## src/rtl/adc_ovs_pkg.sv

```systemverilog
package adc_ovs_pkg;
  localparam int CODE_W     = 12;
  localparam int MAX_LOG    = 8;
  localparam int ACC_W      = CODE_W + MAX_LOG;
  localparam int LOG_W      = 4;
  localparam int WIN_W      = 8;
  localparam int CONV_TICKS = 25;

  typedef enum logic [1:0] {TM_IDLE, TM_SAMP, TM_CONV, TM_READ} tmr_st_t;
  typedef enum logic [1:0] {SQ_CAL, SQ_IDLE, SQ_RUN} seq_st_t;
endpackage

```

## src/rtl/adc_conv_timer.sv

```systemverilog
module adc_conv_timer
  import adc_ovs_pkg::*;
#(
  parameter int WIN_W_P  = WIN_W,
  parameter int CODE_W_P = CODE_W,
  parameter int CONV_T_P = CONV_TICKS
) (
  input  logic                clk,
  input  logic                rst_n,
  input  logic                go,
  input  logic [WIN_W_P-1:0]  win,
  input  logic                rd_ack,
  input  logic [CODE_W_P-1:0] rd_data,
  output logic                samp_en,
  output logic                conv_en,
  output logic                rd_req,
  output logic                vld,
  output logic [CODE_W_P-1:0] code
);
  localparam int CT_W = $clog2(CONV_T_P + 1);
  localparam int TW   = (WIN_W_P > CT_W) ? WIN_W_P : CT_W;

  tmr_st_t       st_q, st_d;
  logic [TW-1:0] cnt_q, cnt_d;
  logic          cap;

  always_comb begin
    st_d  = st_q;
    cnt_d = cnt_q;
    case (st_q)
      TM_IDLE: if (go) begin
        st_d  = TM_SAMP;
        cnt_d = (win == '0) ? '0 : TW'(win) - 1'b1;
      end
      TM_SAMP: if (cnt_q == '0) begin
        st_d  = TM_CONV;
        cnt_d = TW'(CONV_T_P - 1);
      end else begin
        cnt_d = cnt_q - 1'b1;
      end
      TM_CONV: if (cnt_q == '0) st_d = TM_READ;
               else cnt_d = cnt_q - 1'b1;
      TM_READ: if (rd_ack) st_d = TM_IDLE;
      default: st_d = TM_IDLE;
    endcase
  end

  assign cap = (st_q == TM_READ) && rd_ack;

  always_ff @(posedge clk or negedge rst_n) begin
    if (!rst_n) begin
      st_q  <= TM_IDLE;
      cnt_q <= '0;
      vld   <= 1'b0;
      code  <= '0;
    end else begin
      st_q  <= st_d;
      cnt_q <= cnt_d;
      vld   <= cap;
      if (cap) code <= rd_data;
    end
  end

  assign samp_en = (st_q == TM_SAMP);
  assign conv_en = (st_q == TM_CONV);
  assign rd_req  = (st_q == TM_READ);
endmodule

```

## src/rtl/adc_ovs_accum.sv

```systemverilog
module adc_ovs_accum
  import adc_ovs_pkg::*;
#(
  parameter int CODE_W_P = CODE_W,
  parameter int ACC_W_P  = ACC_W
) (
  input  logic                clk,
  input  logic                rst_n,
  input  logic                clr,
  input  logic                add,
  input  logic [CODE_W_P-1:0] din,
  output logic [ACC_W_P-1:0]  acc,
  output logic [ACC_W_P-1:0]  sum
);
  assign sum = acc + ACC_W_P'(din);

  always_ff @(posedge clk or negedge rst_n) begin
    if (!rst_n)   acc <= '0;
    else if (clr) acc <= '0;
    else if (add) acc <= sum;
  end
endmodule

```

## src/rtl/adc_ovs_seq.sv

```systemverilog
module adc_ovs_seq
  import adc_ovs_pkg::*;
#(
  parameter int CODE_W_P = CODE_W,
  parameter int MAX_LOG_P = MAX_LOG,
  parameter int LOG_W_P  = LOG_W,
  parameter int WIN_W_P  = WIN_W,
  parameter int CONV_T_P = CONV_TICKS
) (
  input  logic                          clk,
  input  logic                          rst_n,
  input  logic                          start,
  input  logic [LOG_W_P-1:0]            osr_log2,
  input  logic [LOG_W_P-1:0]            avg_shift,
  input  logic [WIN_W_P-1:0]            samp_win,
  input  logic                          rd_ack,
  input  logic [CODE_W_P-1:0]           rd_data,
  output logic                          samp_en,
  output logic                          conv_en,
  output logic                          rd_req,
  output logic [1:0]                    ch_sel,
  output logic                          cal_active,
  output logic                          busy,
  output logic                          done,
  output logic [CODE_W_P-1:0]           offset_code,
  output logic [CODE_W_P+MAX_LOG_P-1:0] avg_main,
  output logic [CODE_W_P+MAX_LOG_P-1:0] avg_mid,
  output logic [CODE_W_P+MAX_LOG_P-1:0] avg_ref
);
  localparam int ACC_W_P = CODE_W_P + MAX_LOG_P;
  localparam int N_CH    = 3;
  localparam int CH_W    = $clog2(N_CH);

  seq_st_t              st_q, st_d;
  logic [CH_W-1:0]      ch_q, ch_d;
  logic [MAX_LOG_P-1:0] cnt_q, cnt_d;
  logic [LOG_W_P-1:0]   log_q, shf_q;
  logic [WIN_W_P-1:0]   win_q, tmr_win;
  logic                 infl_q, infl_d, done_d;
  logic                 cfg_ld, offs_ld, res_ld;
  logic                 go, vld, last;
  logic [CODE_W_P-1:0]  code;
  logic [MAX_LOG_P:0]   span;
  logic [ACC_W_P-1:0]   acc_q, acc_sum, result;
  logic                 acc_add, acc_clr;
  logic [ACC_W_P-1:0]   res_q [N_CH];

  function automatic logic [LOG_W_P-1:0] clamp(input logic [LOG_W_P-1:0] v);
    return (v > LOG_W_P'(MAX_LOG_P)) ? LOG_W_P'(MAX_LOG_P) : v;
  endfunction

  assign go      = (st_q != SQ_IDLE) && !infl_q;
  assign tmr_win = (st_q == SQ_CAL) ? samp_win : win_q;
  assign span    = (MAX_LOG_P+1)'(1) << log_q;
  assign last    = ({1'b0, cnt_q} == (span - 1'b1));
  assign acc_add = vld && (st_q == SQ_RUN);
  assign acc_clr = acc_add && last;
  assign result  = acc_sum >> shf_q;

  adc_conv_timer #(.WIN_W_P(WIN_W_P), .CODE_W_P(CODE_W_P), .CONV_T_P(CONV_T_P)) u_tmr (
    .clk(clk), .rst_n(rst_n), .go(go), .win(tmr_win), .rd_ack(rd_ack), .rd_data(rd_data),
    .samp_en(samp_en), .conv_en(conv_en), .rd_req(rd_req), .vld(vld), .code(code)
  );

  adc_ovs_accum #(.CODE_W_P(CODE_W_P), .ACC_W_P(ACC_W_P)) u_acc (
    .clk(clk), .rst_n(rst_n), .clr(acc_clr), .add(acc_add), .din(code),
    .acc(acc_q), .sum(acc_sum)
  );

  always_comb begin
    st_d    = st_q;
    ch_d    = ch_q;
    cnt_d   = cnt_q;
    cfg_ld  = 1'b0;
    offs_ld = 1'b0;
    res_ld  = 1'b0;
    done_d  = 1'b0;
    infl_d  = infl_q;
    if (go)  infl_d = 1'b1;
    if (vld) infl_d = 1'b0;
    case (st_q)
      SQ_CAL: if (vld) begin
        offs_ld = 1'b1;
        st_d    = SQ_IDLE;
      end
      SQ_IDLE: if (start) begin
        st_d   = SQ_RUN;
        cfg_ld = 1'b1;
        ch_d   = '0;
        cnt_d  = '0;
      end
      SQ_RUN: if (vld) begin
        if (last) begin
          res_ld = 1'b1;
          cnt_d  = '0;
          if (ch_q == CH_W'(N_CH - 1)) begin
            st_d   = SQ_IDLE;
            done_d = 1'b1;
          end else begin
            ch_d = ch_q + 1'b1;
          end
        end else begin
          cnt_d = cnt_q + 1'b1;
        end
      end
      default: st_d = SQ_IDLE;
    endcase
  end

  always_ff @(posedge clk or negedge rst_n) begin
    if (!rst_n) begin
      st_q   <= SQ_CAL;
      ch_q   <= '0;
      cnt_q  <= '0;
      infl_q <= 1'b0;
      done   <= 1'b0;
    end else begin
      st_q   <= st_d;
      ch_q   <= ch_d;
      cnt_q  <= cnt_d;
      infl_q <= infl_d;
      done   <= done_d;
    end
  end

  always_ff @(posedge clk or negedge rst_n) begin
    if (!rst_n) begin
      log_q <= '0;
      shf_q <= '0;
      win_q <= '0;
    end else if (cfg_ld) begin
      log_q <= clamp(osr_log2);
      shf_q <= clamp(avg_shift);
      win_q <= samp_win;
    end
  end

  always_ff @(posedge clk or negedge rst_n) begin
    if (!rst_n)       offset_code <= '0;
    else if (offs_ld) offset_code <= code;
  end

  for (genvar c = 0; c < N_CH; c++) begin : g_res
    always_ff @(posedge clk or negedge rst_n) begin
      if (!rst_n)                              res_q[c] <= '0;
      else if (res_ld && (ch_q == CH_W'(c)))   res_q[c] <= result;
    end
  end

  assign ch_sel     = 2'(ch_q);
  assign cal_active = (st_q == SQ_CAL);
  assign busy       = (st_q != SQ_IDLE);
  assign avg_main   = res_q[0];
  assign avg_mid    = res_q[1];
  assign avg_ref    = res_q[2];
endmodule

```

## config.mk

```make
export PLATFORM = sky130hd
export DESIGN_NAME = adc_ovs_seq
export DESIGN_NICKNAME = d
export VERILOG_FILES = /design/src/rtl/adc_ovs_pkg.sv /design/src/rtl/adc_conv_timer.sv /design/src/rtl/adc_ovs_accum.sv /design/src/rtl/adc_ovs_seq.sv
export SDC_FILE = /design/constraint.sdc
export NUM_CORES = 1
export LEC_CHECK = 0
export ABC_AREA = 0
export BUFFER_PORTS_ARGS = -buffer_cell sky130_fd_sc_hd__buf_2
export CORE_ASPECT_RATIO = 0.5
export CORE_MARGIN = 8
export CORE_UTILIZATION = 45
export CTS_BUF_LIST = sky130_fd_sc_hd__clkbuf_4
export DETAILED_ROUTE_END_ITERATION = 16
export HOLD_SLACK_MARGIN = 0.15
export PLACE_DENSITY = 0.79
export SLEW_MARGIN = 5
export SYNTH_ARGS = -nofsm -noshare
export SYNTH_HDL_FRONTEND = slang
export SYNTH_SLANG_ARGS = --single-unit
```

## constraint.sdc

```tcl
create_clock -name clk -period 3.2 [get_ports clk]
set_clock_uncertainty 0.2 [all_clocks]
set_input_delay 0.48 -clock clk [delete_from_list [all_inputs] [get_ports clk]]
set_output_delay 0.48 -clock clk [all_outputs]
set_load 0.02 [all_outputs]
```

==> metrics.cfg <==
[status]
outcome = finished with violations
violations = setup timing

[synth]
avgSynthCellArea_um2 = 9.44
ys_seq_area_share_pct = 39.8
syn_nets = 1023
synth_cell_types = 87
synth_top_cell_by_area = dfrtp_1
synth_top_cell_area_share_pct = 39.8
synth_common_cells = 145 x dfrtp_1, 99 x nand2_1, 84 x o21ai_0, 65 x mux2_2, 63 x nor2_1
synth-edff-count = 0
synthArstFlopShare_pct = 100
synth.area.top_cells = dfrtp_1 40%, mux2_2 8.0%, o21ai_0 4.6%
yosysMostFrequentCell = dfrtp_1
ys_ff_latch = 145
synth_area_um2 = 9120
ys.flop_type = dfrtp_1
synth_warnings = 0
synth_cells = 966

[die]
core.rowCount = 36
io_pins = 112
die_h_um = 117
die_w_um = 217
dieArea_um2 = 25400
core_area_um2 = 19700
start_util_pct = 46.3

[clocking]
cts_made_buffers = 17
htreeDepth = 4
cts.sinks = 145
clock-root-buffer = clkbuf_4
path_clk_slew_ns = 0.15
clk_path_buf_depth = 2
tritoncts = done
clkLatencyLatePin_ns = 0.60

[global_routing]
use_met2_pct = 37.2
antenna_found_initial = 1
grt_pass1_wl_mm = 47.1
grt_pass1_vias = 9063
busiest_layer = met2
grt_remaining_overflow = 0
met3_usage_pct = 5.40
grt_util_all_layers_pct = 23.1
met1_usage_pct = 30.0
grt_max_degree = 78

[final_layout]
drive_gt1_share_pct = 39.8
nets = 1301
area_growth_pct = 36.2
fin_cells = 1522

[timing]
hold_viol_final = 0
worst_slew_pin_slew_ns = 0.882
period_needed_ns = 3.40
setup_viol = 40
finalWorstSetupSlack_ns = -0.202
clock.fmax_ghz = 0.294
finalCritPeriodShare_pct = 106
slew_violations = 0
rsz0062_at_grt = true
slew-limit-headroom_pct = 41.0

[placed_design]
port_buffers = 111
post-place-ws_ns = -0.373
hpwlAfterDp_mm = 21.3
dp_cells = 1437
gp_congestion = 0.962

[routing]
drc = 0
dr_total_vias = 9049
vias_per_cell = 5.95
drtAntennaViolNets = 0
wire_per_inst_um = 19.7
detail_route.iter0.violations = 825
wl_mm = 30.0
first_pass_iters = 5

[critical_path]
worstPathRequired_ns = 3.49
arrival_ns = 3.69
crit_path_end_kind = register
crit_type = reg -> reg
cp_cell_sequence = ha_4, a211oi_4, o21ai_2, a211o_1, nand3_1, o21ai_0, or3_4, mux4_2, mux2_4
max_stage_delay_ns = 0.50
critical_path_peak_fanout = 6
startpoint_type = register
crit_family = compound AO/OA/AOI/OAI gates
cp_slowest_cell = mux4_2
path_buf_inv = 0
r2r_setup_slack_ns = -0.20

[power]
power_density_nw_per_um2 = 1040
ir_drop_mv = 0.560
p_leak_nw = 5.73
power_mw = 12.9

[flow_run]
drv_cap = 0

[hold_path]
hold_path_class = in -> async

## per-layer routing
layer | up-vias | share of wire (%)
met5 | - | 0
met4 | 0 | 2.5
met3 | 65 | 7.2
met2 | 380 | 47
met1 | 4470 | 44
li1 | 4134 | -
## cell families after synthesis
group | Yosys count | share of synthesized area (%)
multiplexers | 84 | 10.8
AND/OR/NAND/NOR | 324 | 17.6
XOR/XNOR | 22 | 2.11
AO/OA/AOI/OAI | 283 | 21.5
adder cells (fa/ha/maj) | 25 | 3.51
flip-flops | 145 | 39.8
buffers and inverters | 83 | 4.71
## final timing paths
| kind | startpoint | depth (start not counted) | end |
|---|---|---|---|
| worst max-delay path | u_acc.acc[1] | 9 | avg_main[5] |
| worst min-delay path | rst_n | 2 | u_tmr.code[11] |
| worst max register to register | u_acc.acc[1] | 9 | avg_main[5] |
| worst min register to register | avg_mid[19] | 2 | avg_mid[19] |
| max in group asynchronous | rst_n | 3 | u_acc.acc[3] |
| min in group clk | avg_mid[19] | 2 | avg_mid[19] |
## sequential cells by signal, indices dropped and copies added, names as in the netlist, 12 cells and up
name,count
avg_main,20
avg_mid,20
avg_ref,20
offset_code,12
u_acc.acc,20
u_tmr.code,12
## placed cells by master, fill, tap and decap left out, types with 9 or more instances in the layout
| cell | synthesis | final |
|---|---|---|
| nand2_1 | 99 | 96 |
| inv_1 | 27 | 27 |
| ha_1 | 24 | 13 |
| buf_4 | 0 | 152 |
| buf_2 | 8 | 110 |
| a21oi_2 | 4 | 15 |
| nor2_1 | 63 | 58 |
| o21a_1 | 10 | 9 |
| buf_6 | 1 | 9 |
| dfrtp_1 | 145 | 145 |
| a22o_1 | 10 | 10 |
| nor3_1 | 34 | 28 |
| mux2_2 | 65 | 53 |
| nand2b_1 | 23 | 21 |
| o21ai_2 | 2 | 10 |
| mux2_4 | 0 | 12 |
| xor2_1 | 17 | 17 |
| mux2i_1 | 14 | 13 |
| o21ai_0 | 84 | 67 |
| clkbuf_4 | 0 | 17 |
| and3_1 | 11 | 11 |
| o31ai_1 | 26 | 21 |
| a21oi_1 | 42 | 28 |
| a21o_1 | 11 | 10 |
| dlygate4sd3_1 | 0 | 37 |
| ha_4 | 0 | 9 |
| nand3_1 | 32 | 31 |
## area by class of cell
type | count | area, um2
fillers | 1520 | 7260
diodes | 1 | 2.50
well taps | 266 | 333
clock inverters | 13 | 165
inverters | 29 | 109
flip-flops and latches | 145 | 3630
multi-input cells | 738 | 5790
clock buffers | 17 | 128
repair buffers | 313 | 2260
## stage by stage
step / area [um2] / TNS [ns] / util, % / hold WS, ns
after global routing: 12400 / -6.95 / 63.1 / 0.278
after floorplan: 9220 / 0 / - / -0.0156
after detailed placement: 10900 / -11.58 / 55.6 / 0.265
after global placement: 10900 / -9.13 / 55.6 / 0.258
final: 12400 / -3.67 / 63.1 / 0.237
after CTS: 12000 / -2.77 / 61.2 / 0.253
## power by group
group	switching [mW]	internal, mW
combinational	4.98	4.05
sequential	0.396	2.27
clock	0.717	0.534
## what timing repair did
action,CTS,global route
hold endpoints to repair,107,0
pin swaps,27,18
cloned,0,0
setup buffers,10,8
hold buffers,37,0
gates resized for setup,79,70
setup endpoints to repair,50,65
No activity file was read; power rests on OpenSTA's default activity.
